[config.mk]
export PLATFORM = sky130hd
export DESIGN_NAME = wr_lock_seq
export DESIGN_NICKNAME = d
export VERILOG_FILES = /design/src/rtl/wr_lock_pkg.sv /design/src/rtl/wr_lock_dp.sv /design/src/rtl/wr_lock_ctl.sv /design/src/rtl/wr_lock_seq.sv
export SDC_FILE = /design/constraint.sdc
export NUM_CORES = 1
export LEC_CHECK = 0
export CAP_MARGIN = 20
export CORE_ASPECT_RATIO = 0.6
export CORE_MARGIN = 5
export CORE_UTILIZATION = 32
export CTS_BUF_LIST = sky130_fd_sc_hd__clkbuf_8
export DETAILED_ROUTE_END_ITERATION = 16
export GPL_TIMING_DRIVEN = 0
export HOLD_SLACK_MARGIN = 0.1
export PLACE_DENSITY = 0.57
export SYNTH_ARGS = -nofsm -noshare
export SYNTH_HDL_FRONTEND = slang
export SYNTH_SLANG_ARGS = --single-unit
[constraint.sdc]
create_clock -name clk -period 4.05 [get_ports clk]
set_input_delay 0.6075 -clock clk [delete_from_list [all_inputs] [get_ports clk]]
set_output_delay 0.6075 -clock clk [all_outputs]
set_load 0.01 [all_outputs]
[src/rtl/wr_lock_pkg.sv]
package wr_lock_pkg;

  localparam int CMD_AW = 16;
  localparam int CMD_DW = 8;
  localparam int KEY_W  = CMD_AW + CMD_DW;
  localparam int KEY_N  = 5;

  // key index: 0 AA@5555, 1 55@2AAA, 2 A0@5555, 3 80@5555, 4 20@5555
  localparam logic [KEY_N-1:0][KEY_W-1:0] KEY_TAB = {
    {16'h5555, 8'h20},
    {16'h5555, 8'h80},
    {16'h5555, 8'hA0},
    {16'h2AAA, 8'h55},
    {16'h5555, 8'hAA}
  };

  typedef enum logic [2:0] {
    SEQ_IDLE, SEQ_K1, SEQ_K2, SEQ_D3, SEQ_D4, SEQ_D5, SEQ_WIN, SEQ_BUSY
  } seqState_t;

  typedef struct packed {
    logic winRestart;
    logic progStart;
  } ctlStrobe_t;

  typedef struct packed {
    logic accept;
    logic keyAa;
    logic key55;
    logic keyOpen;
    logic keyErase;
    logic keyOff;
    logic winExpire;
    logic progDone;
  } dpFlags_t;

endpackage

[src/rtl/wr_lock_dp.sv]
module wr_lock_dp
  import wr_lock_pkg::*;
#(
  parameter int MinPulse   = 2,
  parameter int WinCycles  = 16,
  parameter int ProgCycles = 32
) (
  input  logic              clk,
  input  logic              rstN,
  input  logic              wrStrobe,
  input  logic [CMD_AW-1:0] wrAddr,
  input  logic [CMD_DW-1:0] wrData,
  input  ctlStrobe_t        ctl,
  output dpFlags_t          flags
);

  localparam int PulseW = $clog2(MinPulse + 1);
  localparam int WinW   = (WinCycles > 1) ? $clog2(WinCycles) : 1;
  localparam int ProgW  = (ProgCycles > 1) ? $clog2(ProgCycles) : 1;
  localparam logic [PulseW-1:0] PulseFull = PulseW'(MinPulse);
  localparam logic [WinW-1:0]   WinLast   = WinW'(WinCycles - 1);
  localparam logic [ProgW-1:0]  ProgLast  = ProgW'(ProgCycles - 1);

  logic [PulseW-1:0] hiCnt;
  logic [CMD_AW-1:0] addrQ;
  logic [CMD_DW-1:0] dataQ;
  logic [WinW-1:0]   winCnt;
  logic [ProgW-1:0]  progCnt;
  logic [KEY_N-1:0]  keyHit;

  // strobe width filter and capture of the last high sample
  always_ff @(posedge clk or negedge rstN) begin
    if (!rstN) begin
      hiCnt <= '0;
      addrQ <= '0;
      dataQ <= '0;
    end else if (wrStrobe) begin
      if (hiCnt != PulseFull) hiCnt <= hiCnt + 1'b1;
      addrQ <= wrAddr;
      dataQ <= wrData;
    end else begin
      hiCnt <= '0;
    end
  end

  // window and programming timers, restarted by control
  always_ff @(posedge clk or negedge rstN) begin
    if (!rstN) begin
      winCnt  <= '0;
      progCnt <= '0;
    end else begin
      if (ctl.winRestart)      winCnt <= '0;
      else if (winCnt != WinLast) winCnt <= winCnt + 1'b1;
      if (ctl.progStart)       progCnt <= '0;
      else if (progCnt != ProgLast) progCnt <= progCnt + 1'b1;
    end
  end

  for (genvar k = 0; k < KEY_N; k++) begin : g_key
    assign keyHit[k] = ({addrQ, dataQ} == KEY_TAB[k]);
  end

  always_comb begin
    flags.accept    = !wrStrobe && (hiCnt == PulseFull);
    flags.keyAa     = keyHit[0];
    flags.key55     = keyHit[1];
    flags.keyOpen   = keyHit[2];
    flags.keyErase  = keyHit[3];
    flags.keyOff    = keyHit[4];
    flags.winExpire = (winCnt == WinLast);
    flags.progDone  = (progCnt == ProgLast);
  end

endmodule

[src/rtl/wr_lock_ctl.sv]
module wr_lock_ctl
  import wr_lock_pkg::*;
(
  input  logic       clk,
  input  logic       porN,
  input  logic       rstN,
  input  dpFlags_t   flags,
  output ctlStrobe_t ctl,
  output seqState_t  seqState,
  output logic       wrPermit,
  output logic       protOn
);

  seqState_t nxtState;
  logic      pendOn, pendNxt, permitNxt;

  always_comb begin
    nxtState = seqState;
    pendNxt  = pendOn;
    ctl      = '0;
    unique case (seqState)
      SEQ_IDLE: if (flags.accept && flags.keyAa) nxtState = SEQ_K1;
      SEQ_K1: if (flags.accept) nxtState = flags.key55 ? SEQ_K2 : SEQ_IDLE;
      SEQ_K2: if (flags.accept) begin
        if (flags.keyOpen) begin
          nxtState       = SEQ_WIN;
          ctl.winRestart = 1'b1;
        end else if (flags.keyErase) begin
          nxtState = SEQ_D3;
        end else begin
          nxtState = SEQ_IDLE;
        end
      end
      SEQ_D3: if (flags.accept) nxtState = flags.keyAa ? SEQ_D4 : SEQ_IDLE;
      SEQ_D4: if (flags.accept) nxtState = flags.key55 ? SEQ_D5 : SEQ_IDLE;
      SEQ_D5: if (flags.accept) begin
        if (flags.keyOff) begin
          nxtState      = SEQ_BUSY;
          ctl.progStart = 1'b1;
          pendNxt       = 1'b0;
        end else begin
          nxtState = SEQ_IDLE;
        end
      end
      SEQ_WIN: begin
        if (flags.accept) begin
          ctl.winRestart = 1'b1;
        end else if (flags.winExpire) begin
          nxtState      = SEQ_BUSY;
          ctl.progStart = 1'b1;
          pendNxt       = 1'b1;
        end
      end
      SEQ_BUSY: if (flags.progDone) nxtState = SEQ_IDLE;
      default: nxtState = SEQ_IDLE;
    endcase
    permitNxt = flags.accept &&
                ((seqState == SEQ_WIN) || ((seqState != SEQ_BUSY) && !protOn));
  end

  always_ff @(posedge clk or negedge rstN) begin
    if (!rstN) begin
      seqState <= SEQ_IDLE;
      pendOn   <= 1'b0;
      wrPermit <= 1'b0;
    end else begin
      seqState <= nxtState;
      pendOn   <= pendNxt;
      wrPermit <= permitNxt;
    end
  end

  // nonvolatile flag: only the power-on reset clears it
  always_ff @(posedge clk or negedge porN) begin
    if (!porN)                                       protOn <= 1'b0;
    else if (seqState == SEQ_BUSY && flags.progDone) protOn <= pendOn;
  end

endmodule

[src/rtl/wr_lock_seq.sv]
module wr_lock_seq
  import wr_lock_pkg::*;
#(
  parameter int MinPulse   = 2,
  parameter int WinCycles  = 16,
  parameter int ProgCycles = 32
) (
  input  logic        clk,
  input  logic        porN,
  input  logic        rstN,
  input  logic        wrStrobe,
  input  logic [15:0] wrAddr,
  input  logic [7:0]  wrData,
  output logic        wrPermit,
  output logic        protOn
);

  logic       softRstN;
  ctlStrobe_t ctl;
  dpFlags_t   flags;
  seqState_t  seqState;

  assign softRstN = porN & rstN;

  wr_lock_dp #(
    .MinPulse(MinPulse), .WinCycles(WinCycles), .ProgCycles(ProgCycles)
  ) u_dp (
    .clk(clk), .rstN(softRstN), .wrStrobe(wrStrobe),
    .wrAddr(wrAddr), .wrData(wrData), .ctl(ctl), .flags(flags)
  );

  wr_lock_ctl u_ctl (
    .clk(clk), .porN(porN), .rstN(softRstN), .flags(flags), .ctl(ctl),
    .seqState(seqState), .wrPermit(wrPermit), .protOn(protOn)
  );

endmodule

Word level (Yosys, flattened, before mapping)
Index checks and enable logic that the tools add are counted.
{"block": "word_totals", "out_inout_bits": 2, "reg_bits": 41, "in_bits": 28}
{"block": "classes", "bitwise_logic": 1, "addsub": 3, "mux": 36, "n_reduce_logical": 14, "n_eq_ne": 30}
{"operator": "24-bit by 23-bit == test with 1-bit output (second input constant)", "count": 4}
{"operator": "3-bit two-way mux", "count": 13}
{"operator": "24-bit by 22-bit == test with 1-bit output (second input constant)", "count": 1}
{"operator": "3-bit case mux with 8 select lines", "count": 1}
{"operator": "2-bit by 1-bit != test with 1-bit output (second input constant)", "count": 8}
{"operator": "3-bit == test (second input constant)", "count": 4}
{"operator": "1-bit two-way mux", "count": 11}
{"operator": "5-bit two-way mux", "count": 2}
{"operator": "9-bit AND reduction", "count": 1}
{"operator": "2-bit two-way mux", "count": 4}
{"operator": "4-bit two-way mux", "count": 2}
{"operator": "2-bit != test (second input constant)", "count": 4}
{"operator": "3-bit by 2-bit == test with 1-bit output (second input constant)", "count": 2}
{"operator": "1-bit case mux with 2 select lines", "count": 3}
{"operator": "2-bit nonzero test", "count": 3}
{"operator": "5-bit by 1-bit adder with 5-bit output (second input constant)", "count": 1}
{"operator": "5-bit == test (second input constant)", "count": 1}
{"operator": "1-bit logical AND", "count": 5}
{"operator": "5-bit != test (second input constant)", "count": 1}
{"operator": "5-bit AND reduction", "count": 1}
{"operator": "4-bit by 1-bit adder with 4-bit output (second input constant)", "count": 1}
{"operator": "4-bit == test (second input constant)", "count": 1}
{"operator": "4-bit != test (second input constant)", "count": 1}
{"operator": "3-bit by 1-bit == test with 1-bit output (second input constant)", "count": 1}
{"operator": "7 further kinds", "count": 8}

Longest topological paths before layout
Gate-level depths: netlist of the first run.
{"block": "logic_depth", "ltp_word": 5, "depth_mapped": 9}

By module
Synthesis of the first run repeated with hierarchy kept, for this count alone.
{"block": "unflattened", "cells_unflattened": 180, "hier_area_um2": 2100.8}
{"module": "wr_lock_dp", "n_inst": 1, "area_per_inst_um2": 1607.8, "cells_per_inst": 127}
{"module": "wr_lock_ctl", "n_inst": 1, "area_per_inst_um2": 486.7, "cells_per_inst": 52}
{"module": "wr_lock_seq", "n_inst": 1, "area_per_inst_um2": 6.3, "cells_per_inst": 1}

Least setup slack after synthesis of the first run
Ideal clock, no wire load.
{"block": "synth_timing", "kind": "reg2reg", "startpoint": "reg u_dp.progCnt[0]", "endpoint": "reg u_ctl.seqState[1]", "setup_ps": 143, "stages_incl_launch_ff": 10, "period_less_slack_ps": 1896, "path_buffers": 1, "slack_ps": 2154, "t_arrival_ps": 1753, "cell_sequence": "dfrtp_1 -> ha_1 -> and3_1 -> ha_1 -> clkbuf_1 -> nand4_1 -> o31a_1 -> o21ai_0 -> o21ai_0 -> o211ai_1"}
{"block": "synth_via", "elab_chain_cells": 3}
{"element": "start, declared", "line": "wr_lock_dp.sv:28", "text": "logic [ProgW-1:0] progCnt;"}
{"element": "start signal, assigned", "line": "wr_lock_dp.sv:55", "text": "else if (progCnt != ProgLast) progCnt <= progCnt + 1'b1;"}
{"element": "5-bit == test", "line": "wr_lock_dp.sv:71", "text": "flags.progDone = (progCnt == ProgLast);"}
{"element": "2-bit by 1-bit != test with 1-bit output (no line)"}
{"element": "9-bit AND reduction (no line)"}
{"element": "end signal, assigned", "line": "wr_lock_ctl.sv:67", "text": "seqState <= nxtState;"}
{"element": "end, declared", "line": "wr_lock_ctl.sv:9", "text": "output seqState_t seqState,"}
No other way between the ends.
A chain may end at the register's enable or synchronous reset.

Worst setup path in the final report of the first run
Same ends and word-level chain as after synthesis.

==> impl_metrics.sql, run 1 <==
INSERT INTO impl_metrics (metric_group, metric, value, unit) VALUES
('outcome', 'outcome', 'finished clean', ''),
('pwr', 'p_seq_frac', '0.517', ''),
('flow_run', 'drv_cap', '0', ''),
('cells_and_area', 'drive_gt1_frac', '0.204', ''),
('timing', 'max_freq', '461', 'MHz'),
('timing', 'setup_viol', '0', ''),
('logic_synthesis', 'syn_avg_cell_area', '11.5', 'um2'),
('cells_and_area', 'layout.core_utilization', '0.410', ''),
('logic_synthesis', 'mappedNetlistNets', '207', ''),
('logic_synthesis', 'synth_warnings', '0', ''),
('clocking', 'h-tree-depth', '2', ''),
('logic_synthesis', 'synth_top_flop_cell', 'sky130_fd_sc_hd__dfrtp_1', ''),
('detailed_routing', 'drt_first_pass_iters', '4', ''),
('global_routing', 'grt_pass1_vias', '1380', ''),
('pwr', 'design_power_total', '928', 'uW'),
('die', 'die_w', '112', 'um'),
('critical_path', 'worstSetupStartpointType', 'register', ''),
('logic_synthesis', 'synth_top_cell_by_area', 'sky130_fd_sc_hd__dfrtp_1', ''),
('clocking', 'cts.clk_slew.worst_paths', '0.08', 'ns'),
('critical_path', 'criticalPathCategory', 'reg2reg', ''),
('detailed_routing', 'wl', '4180', 'um'),
('pwr', 'power_frac_clock', '0.289', ''),
('critical_path', 'worst-path-max-fanout', '6', ''),
('placed_design', 'placed_cells', '288', ''),
('detailed_routing', 'post_drt_wl_per_cell', '14.2', 'um'),
('cells_and_area', 'nets', '243', ''),
('logic_synthesis', 'area_of_the_mapped_netlist', '0.00201', 'mm2'),
('global_routing', 'overflow_left_after_global_routing', '0', ''),
('timing', 'finalCritPeriodShare', '0.536', ''),
('clocking', 'post_cts_resize_count', '0', ''),
('cells_and_area', 'final_area', '0.00251', 'mm2'),
('pwr', 'vdd.ir_drop.worst', '0.000179', 'V'),
('logic_synthesis', 'synth_seq_cells', '41', ''),
('logic_synthesis', 'post_synth_main_area_contributors', 'sky130_fd_sc_hd__dfrtp_1, sky130_fd_sc_hd__mux2_2, sky130_fd_sc_hd__nor2_1, sky130_fd_sc_hd__ha_1, sky130_fd_sc_hd__nor4bb_1', ''),
('clocking', 'clkLatencyLatePin', '0.29', 'ns'),
('clocking', 'cts_hold_repair.buffers', '0', ''),
('global_routing', 'gr-usage-all-layers', '0.109', ''),
('clocking', 'clkSinkCount', '41', ''),
('clocking', 'cts_buffer_depth', '2', ''),
('logic_synthesis', 'post-synth-top-area-fraction', '0.509', ''),
('cells_and_area', 'area_delta_synth_final', '24.5', '%'),
('die', 'row_count', '22', ''),
('detailed_routing', 'route.detailed.drc', '0', ''),
('pwr', 'p_switching', '249', 'uW'),
('detailed_routing', 'postRouteAntennaNets', '0', ''),
('critical_path', 'worstSetupEndpointType', 'register', ''),
('die', 'fp.dieH', '71.5', 'um'),
('worst_hold_path', 'timing.hold.worst.class', 'in2async', ''),
('global_routing', 'grt_start_max_net_pins', '24', ''),
('cells_and_area', 'post_layout_instance_count_excluding_filler_cells', '295', ''),
('logic_synthesis', 'synth_sequential_area_ratio', '0.509', ''),
('pwr', 'power.leakage', '0.00100', 'uW'),
('timing', 'timing_hold_violations_final', '0', ''),
('timing', 'rsz0062_at_grt', 'false', ''),
('timing', 'number_of_max_slew_violations_in_the_final_report', '0', ''),
('detailed_routing', 'via_total_after_detailed_routing', '1435', ''),
('logic_synthesis', 'netlist_instances', '175', ''),
('timing', 'clock_skew_after_layout', '0.00448', 'ns'),
('die', 'initial_utilization', '0.330', ''),
('pwr', 'pwr-share-comb', '0.194', ''),
('timing', 'tns', '0', 'ns'),
('placed_design', 'placement.io_buffers', '28', ''),
('critical_path', 'cp.required', '4.20', 'ns'),
('placed_design', 'placement.cell_area', '0.00242', 'mm2'),
('global_routing', 'grt_first_pass_wirelength', '6950', 'um'),
('logic_synthesis', 'synth_edf_count', '0', ''),
('placed_design', 'routabilityCongestion', '0.851', ''),
('clocking', 'cts_setup_buffers', '0', ''),
('logic_synthesis', 'synth_commonest_cells', 'sky130_fd_sc_hd__dfrtp_1, sky130_fd_sc_hd__mux2_2, sky130_fd_sc_hd__nor2_1', ''),
('cells_and_area', 'antenna_cells', '0', ''),
('detailed_routing', 'detail_route.iter0.violations', '87', '');
## kinds of logic (layout without fill, tap and decap cells)
group	Yosys count	after routing	synth area share
XOR/XNOR	5	5	0.0217
AND/OR/NAND/NOR	67	67	0.196
buffers and inverters	9	45	0.0193
adder cells (fa/ha/maj)	4	4	0.0248
flip-flops	41	41	0.509
AO/OA/AOI/OAI	21	21	0.0745
multiplexers	28	28	0.155
## final timing paths
kind                       slack [ns]                 to            start
hold / removal                   0.46       u_ctl.protOn             porN
min in group clk                 0.51     u_dp.winCnt[3]   u_dp.winCnt[3]
max in group asynchronous        2.77      u_dp.addrQ[9]             porN
setup / recovery                 1.88  u_ctl.seqState[1]  u_dp.progCnt[0]
hold reg to reg                  0.51     u_dp.winCnt[3]   u_dp.winCnt[3]
setup reg to reg                 1.88  u_ctl.seqState[1]  u_dp.progCnt[0]
## flip-flops by register name, indices dropped and copies added (netlist names), 2 cells and up
name,flops
u_dp.hiCnt,2
u_dp.progCnt,5
u_ctl.seqState,3
u_dp.dataQ,8
u_dp.winCnt,4
u_dp.addrQ,16
## through the flow
step | hold slack (ns) | worst slack (ns)
finish | 0.463 | 1.88
global route | 0.467 | 1.74
CTS | 0.456 | 1.88
detailed placement | 0.504 | 1.90
global placement | 0.505 | 1.09
floorplan | 0.312 | 2.15
## critical path: stages (launching register included)
cell,delay (ns)
sky130_fd_sc_hd__dfrtp_1,0.41
sky130_fd_sc_hd__ha_1,0.21
sky130_fd_sc_hd__and3_1,0.18
sky130_fd_sc_hd__ha_1,0.17
sky130_fd_sc_hd__clkbuf_1,0.19
sky130_fd_sc_hd__nand4_1,0.17
sky130_fd_sc_hd__o31a_1,0.19
sky130_fd_sc_hd__o21ai_0,0.19
sky130_fd_sc_hd__o21ai_0,0.19
sky130_fd_sc_hd__o211ai_1,0.14
## placed cells by master, fill, tap and decap left out, types with 4 or more instances in the layout
cell and instances:
sky130_fd_sc_hd__a21oi_1 4, sky130_fd_sc_hd__dfrtp_1 41, sky130_fd_sc_hd__nor2b_1 4, sky130_fd_sc_hd__mux2_2 25
sky130_fd_sc_hd__nor2_1 16, sky130_fd_sc_hd__clkdlybuf4s50_1 28, sky130_fd_sc_hd__clkbuf_8 6, sky130_fd_sc_hd__ha_1 4
sky130_fd_sc_hd__nand3_1 6, sky130_fd_sc_hd__o21ai_0 4, sky130_fd_sc_hd__nand2_1 10, sky130_fd_sc_hd__nor4bb_1 4
sky130_fd_sc_hd__buf_2 4, sky130_fd_sc_hd__nor3_1 5
## layer usage
metal | GRT usage | vias to the layer above | part of all wire
met4 | 0.0360 | 0 | 0.0077
met1 | 0.180 | 682 | 0.56
met3 | 0.0312 | 2 | 0.066
li1 | - | 715 | -
met5 | 0 | - | 0
met2 | 0.126 | 36 | 0.37
## final cells by class
cell class | instances | area, um2
Clock buffer | 6 | 82.6
Sequential cell | 41 | 1030
Timing Repair Buffer | 29 | 300
Tap cell | 84 | 105
Clock inverter | 1 | 3.75
Fill cell | 623 | 3600
Buffer | 7 | 31.3
Multi-Input combinational cell | 125 | 951
Inverter | 2 | 7.51
## power groups by stage
stage	combinational [uW]	sequential, uW	clock (uW)
finish	180	480	268
global route	198	485	294
detailed placement	181	488	0
CTS	182	480	278
floorplan	124	479	0
global placement	177	487	0
No activity file was read; power rests on OpenSTA's default activity.
==> inputs of run 2 (changes only) <==
PLACE_DENSITY = 0.59   (was 0.57)
clock period = 1.9 ns   (was 4.05 ns; I/O delays follow)
==> impl_metrics.sql, run 2 (synthesis gave the netlist of run 1 again) <==
INSERT INTO impl_metrics (metric_group, metric, value, unit) VALUES
('detailed_routing', 'detail_route.iter0.violations', '91', ''),
('global_routing', 'grt_pass1_vias', '1327', ''),
('cells_and_area', 'n_fill_cell', '612', ''),
('global_routing', 'met1_usage', '0.172', ''),
('timing', 'max_freq', '548', 'MHz'),
('cells_and_area', 'most_common_library_cell_in_the_layout_ignoring_fill_and_taps', 'sky130_fd_sc_hd__dfrtp_1', ''),
('global_routing', 'gr-usage-all-layers', '0.105', ''),
('critical_path', 'worstSetupEndpointType', 'register', ''),
('timing', 'timing.hold.ws', '0.143', 'ns'),
('critical_path', 'worst_r2r_startpoint', 'u_dp.progCnt[0]', ''),
('critical_path', 'worst-path-max-fanout', '6', ''),
('cells_and_area', 'number_of_flip_flops_under_the_largest_register_name', '16', ''),
('detailed_routing', 'postRouteAntennaNets', '0', ''),
('pwr', 'power_dens_cells', '780', 'mW/mm2'),
('die', 'io_pins', '30', ''),
('detailed_routing', 'wl', '4260', 'um'),
('cells_and_area', 'drive_gt1_frac', '0.227', ''),
('clocking', 'clkSinkCount', '41', ''),
('pwr', 'vdd.ir_drop.worst', '0.000341', 'V'),
('critical_path', 'crit_path_top_delay_cell', 'sky130_fd_sc_hd__dfrtp_1', ''),
('timing', 'timing_hold_violations_final', '0', ''),
('timing', 'slew_headroom', '0.614', ''),
('critical_path', 'critical-path-max-stage-delay', '0.41', 'ns'),
('global_routing', 'overflow_left_after_global_routing', '0', ''),
('critical_path', 'worstPathBufferInverterCount', '0', ''),
('critical_path', 'critical-path-top-cell-by-count', 'sky130_fd_sc_hd__o21ai_2', ''),
('clocking', 'h-tree-depth', '2', ''),
('clocking', 'clockRootBuffer', 'sky130_fd_sc_hd__clkbuf_8', ''),
('timing', 'setup_viol', '0', ''),
('outcome', 'outcome', 'finished clean', ''),
('flow_run', 'drv_cap', '0', ''),
('clocking', 'cts.clk_slew.worst_paths', '0.08', 'ns'),
('cells_and_area', 'area_delta_synth_final', '25.3', '%'),
('cells_and_area', 'nets', '242', ''),
('global_routing', 'grt_start_max_net_pins', '22', ''),
('die', 'die_w', '112', 'um'),
('global_routing', 'gr_util_met2', '0.127', ''),
('clocking', 'tritoncts.num_buffers', '5', ''),
('detailed_routing', 'drt_first_pass_iters', '4', ''),
('cells_and_area', 'reg.largest.list', 'u_dp.addrQ: 16 flops, u_dp.dataQ: 8 flops, u_dp.progCnt: 5 flops', ''),
('global_routing', 'most_utilized_layer_in_the_global_route_result', 'met1', ''),
('die', 'core', '0.00611', 'mm2'),
('timing', 'final.min_clock_period', '1.82', 'ns'),
('die', 'fp.dieH', '71.5', 'um'),
('global_routing', 'grt_first_pass_wirelength', '6780', 'um'),
('die', 'row_count', '22', ''),
('clocking', 'clock_tree_from_tritoncts', 'yes', ''),
('die', 'initial_utilization', '0.330', ''),
('timing', 'clock_skew_after_layout', '0.0104', 'ns'),
('detailed_routing', 'route.detailed.drc', '0', ''),
('cells_and_area', 'post_layout_instance_count_excluding_filler_cells', '295', ''),
('clocking', 'clkLatencyLatePin', '0.30', 'ns'),
('placed_design', 'placed_cells', '288', ''),
('critical_path', 'cp_top_family', 'compound AO/OA/AOI/OAI gates', ''),
('cells_and_area', 'antenna_cells', '0', ''),
('critical_path', 'critPathArrivalTime', '1.99', 'ns'),
('cells_and_area', 'top_register_by_number_of_flip_flops', 'u_dp.addrQ', ''),
('die', 'die_area', '0.00803', 'mm2'),
('global_routing', 'antenna_violations_before_repair', '0', ''),
('timing', 'finalCritPeriodShare', '0.960', ''),
('detailed_routing', 'post_drt_wl_per_cell', '14.5', 'um'),
('cells_and_area', 'layout.cells.most_common_list', 'sky130_fd_sc_hd__dfrtp_1, sky130_fd_sc_hd__clkdlybuf4s50_1, sky130_fd_sc_hd__mux2_2, sky130_fd_sc_hd__nor2_1, sky130_fd_sc_hd__nand2_1', ''),
('placed_design', 'dp_hpwl', '3050', 'um'),
('critical_path', 'worstSetupStartpointType', 'register', ''),
('placed_design', 'routabilityCongestion', '0.827', ''),
('timing', 'max_slew.worst_pin.slew', '0.579', 'ns'),
('detailed_routing', 'via_total_after_detailed_routing', '1456', ''),
('critical_path', 'rr_endpoint', 'u_ctl.seqState[1]', ''),
('timing', 'number_of_max_slew_violations_in_the_final_report', '0', ''),
('critical_path', 'setup.reg_to_reg.worst_slack', '0.08', 'ns'),
('clocking', 'cts_buffer_depth', '2', ''),
('detailed_routing', 'vias_per_cell', '4.94', ''),
('global_routing', 'globalRouteMet3Util', '0.0329', ''),
('pwr', 'power.leakage', '0.00101', 'uW'),
('critical_path', 'worst-r2r-cell-count', '8', ''),
('critical_path', 'criticalPathCategory', 'reg2reg', ''),
('critical_path', 'cp.required', '2.06', 'ns'),
('worst_hold_path', 'timing.hold.worst.class', 'in2async', ''),
('critical_path', 'cp_cell_sequence', 'ha_1 > and3_1 > ha_2 > nand4_1 > o31a_1 > o21ai_2 > o21ai_2 > o211ai_1', ''),
('placed_design', 'placement.io_buffers', '28', '');
[run 2: cell count changes in the layout (fill, tap and decap cells not counted), sizes merged]
| cell | change |
|---|---|
| clkinv | +2 |
| clkbuf | -2 |
[run 2: how the worst max path moves through the flow]
stage,from,end,slack (ns),cells past startpoint
6_report,u_dp.progCnt[0],u_ctl.seqState[1],0.08,8
5_1_grt,u_dp.progCnt[0],u_ctl.seqState[1],-0.01,8
4_1_cts,u_dp.progCnt[0],u_ctl.seqState[1],0.03,8
3_5_place_dp,u_dp.progCnt[0],u_ctl.seqState[1],-0.20,9
3_3_place_gp,porN,u_dp.addrQ[0],-0.71,2
2_1_floorplan,u_dp.progCnt[0],u_ctl.seqState[1],0.004,9
[run 2: timing repair]
action | CTS | global route
resized for setup | 3 | 3
endpoints found under the setup margin | 2 | 7
hold buffers | 0 | 0
setup buffers | 0 | 0
[run 2: metrics by stage]
step / TNS [ns] / worst slack, ns / total power [uW] / cell area, um2 / utilization
2_1_floorplan: 0 / 0.00435 / 1290 / 2010 / -
3_3_place_gp: -28.65 / -0.706 / 1410 / 2400 / 0.393
3_5_place_dp: -0.378 / -0.197 / 1420 / 2430 / 0.397
4_1_cts: 0 / 0.0273 / 1980 / 2510 / 0.411
5_1_grt: -0.0101 / -0.0101 / 2080 / 2520 / 0.413
6_report: 0 / 0.0758 / 1970 / 2520 / 0.413
[run 2: report_power, final]
part           leakage (uW)  switching, uW  internal (uW)
sequential         0.000494           64.9            961
clock             0.0000491            298            249
combinational      0.000464            190            205
[run 2: layer usage]
layer | part of all wire | wire length (um)
met5 | 0 | 0
met4 | 0.0033 | 14
met3 | 0.052 | 220
met2 | 0.39 | 1660
met1 | 0.56 | 2370
[run 2: final cells by class]
type	count	area [um2]	area share
Sequential cell	41	1030	0.407
Multi-Input combinational cell	125	967	0.383
Timing Repair Buffer	29	308	0.122
Tap cell	84	105	0.0416
Clock buffer	5	68.8	0.0273
Buffer	6	27.5	0.0109
Clock inverter	3	13.8	0.00545
Inverter	2	7.51	0.00297
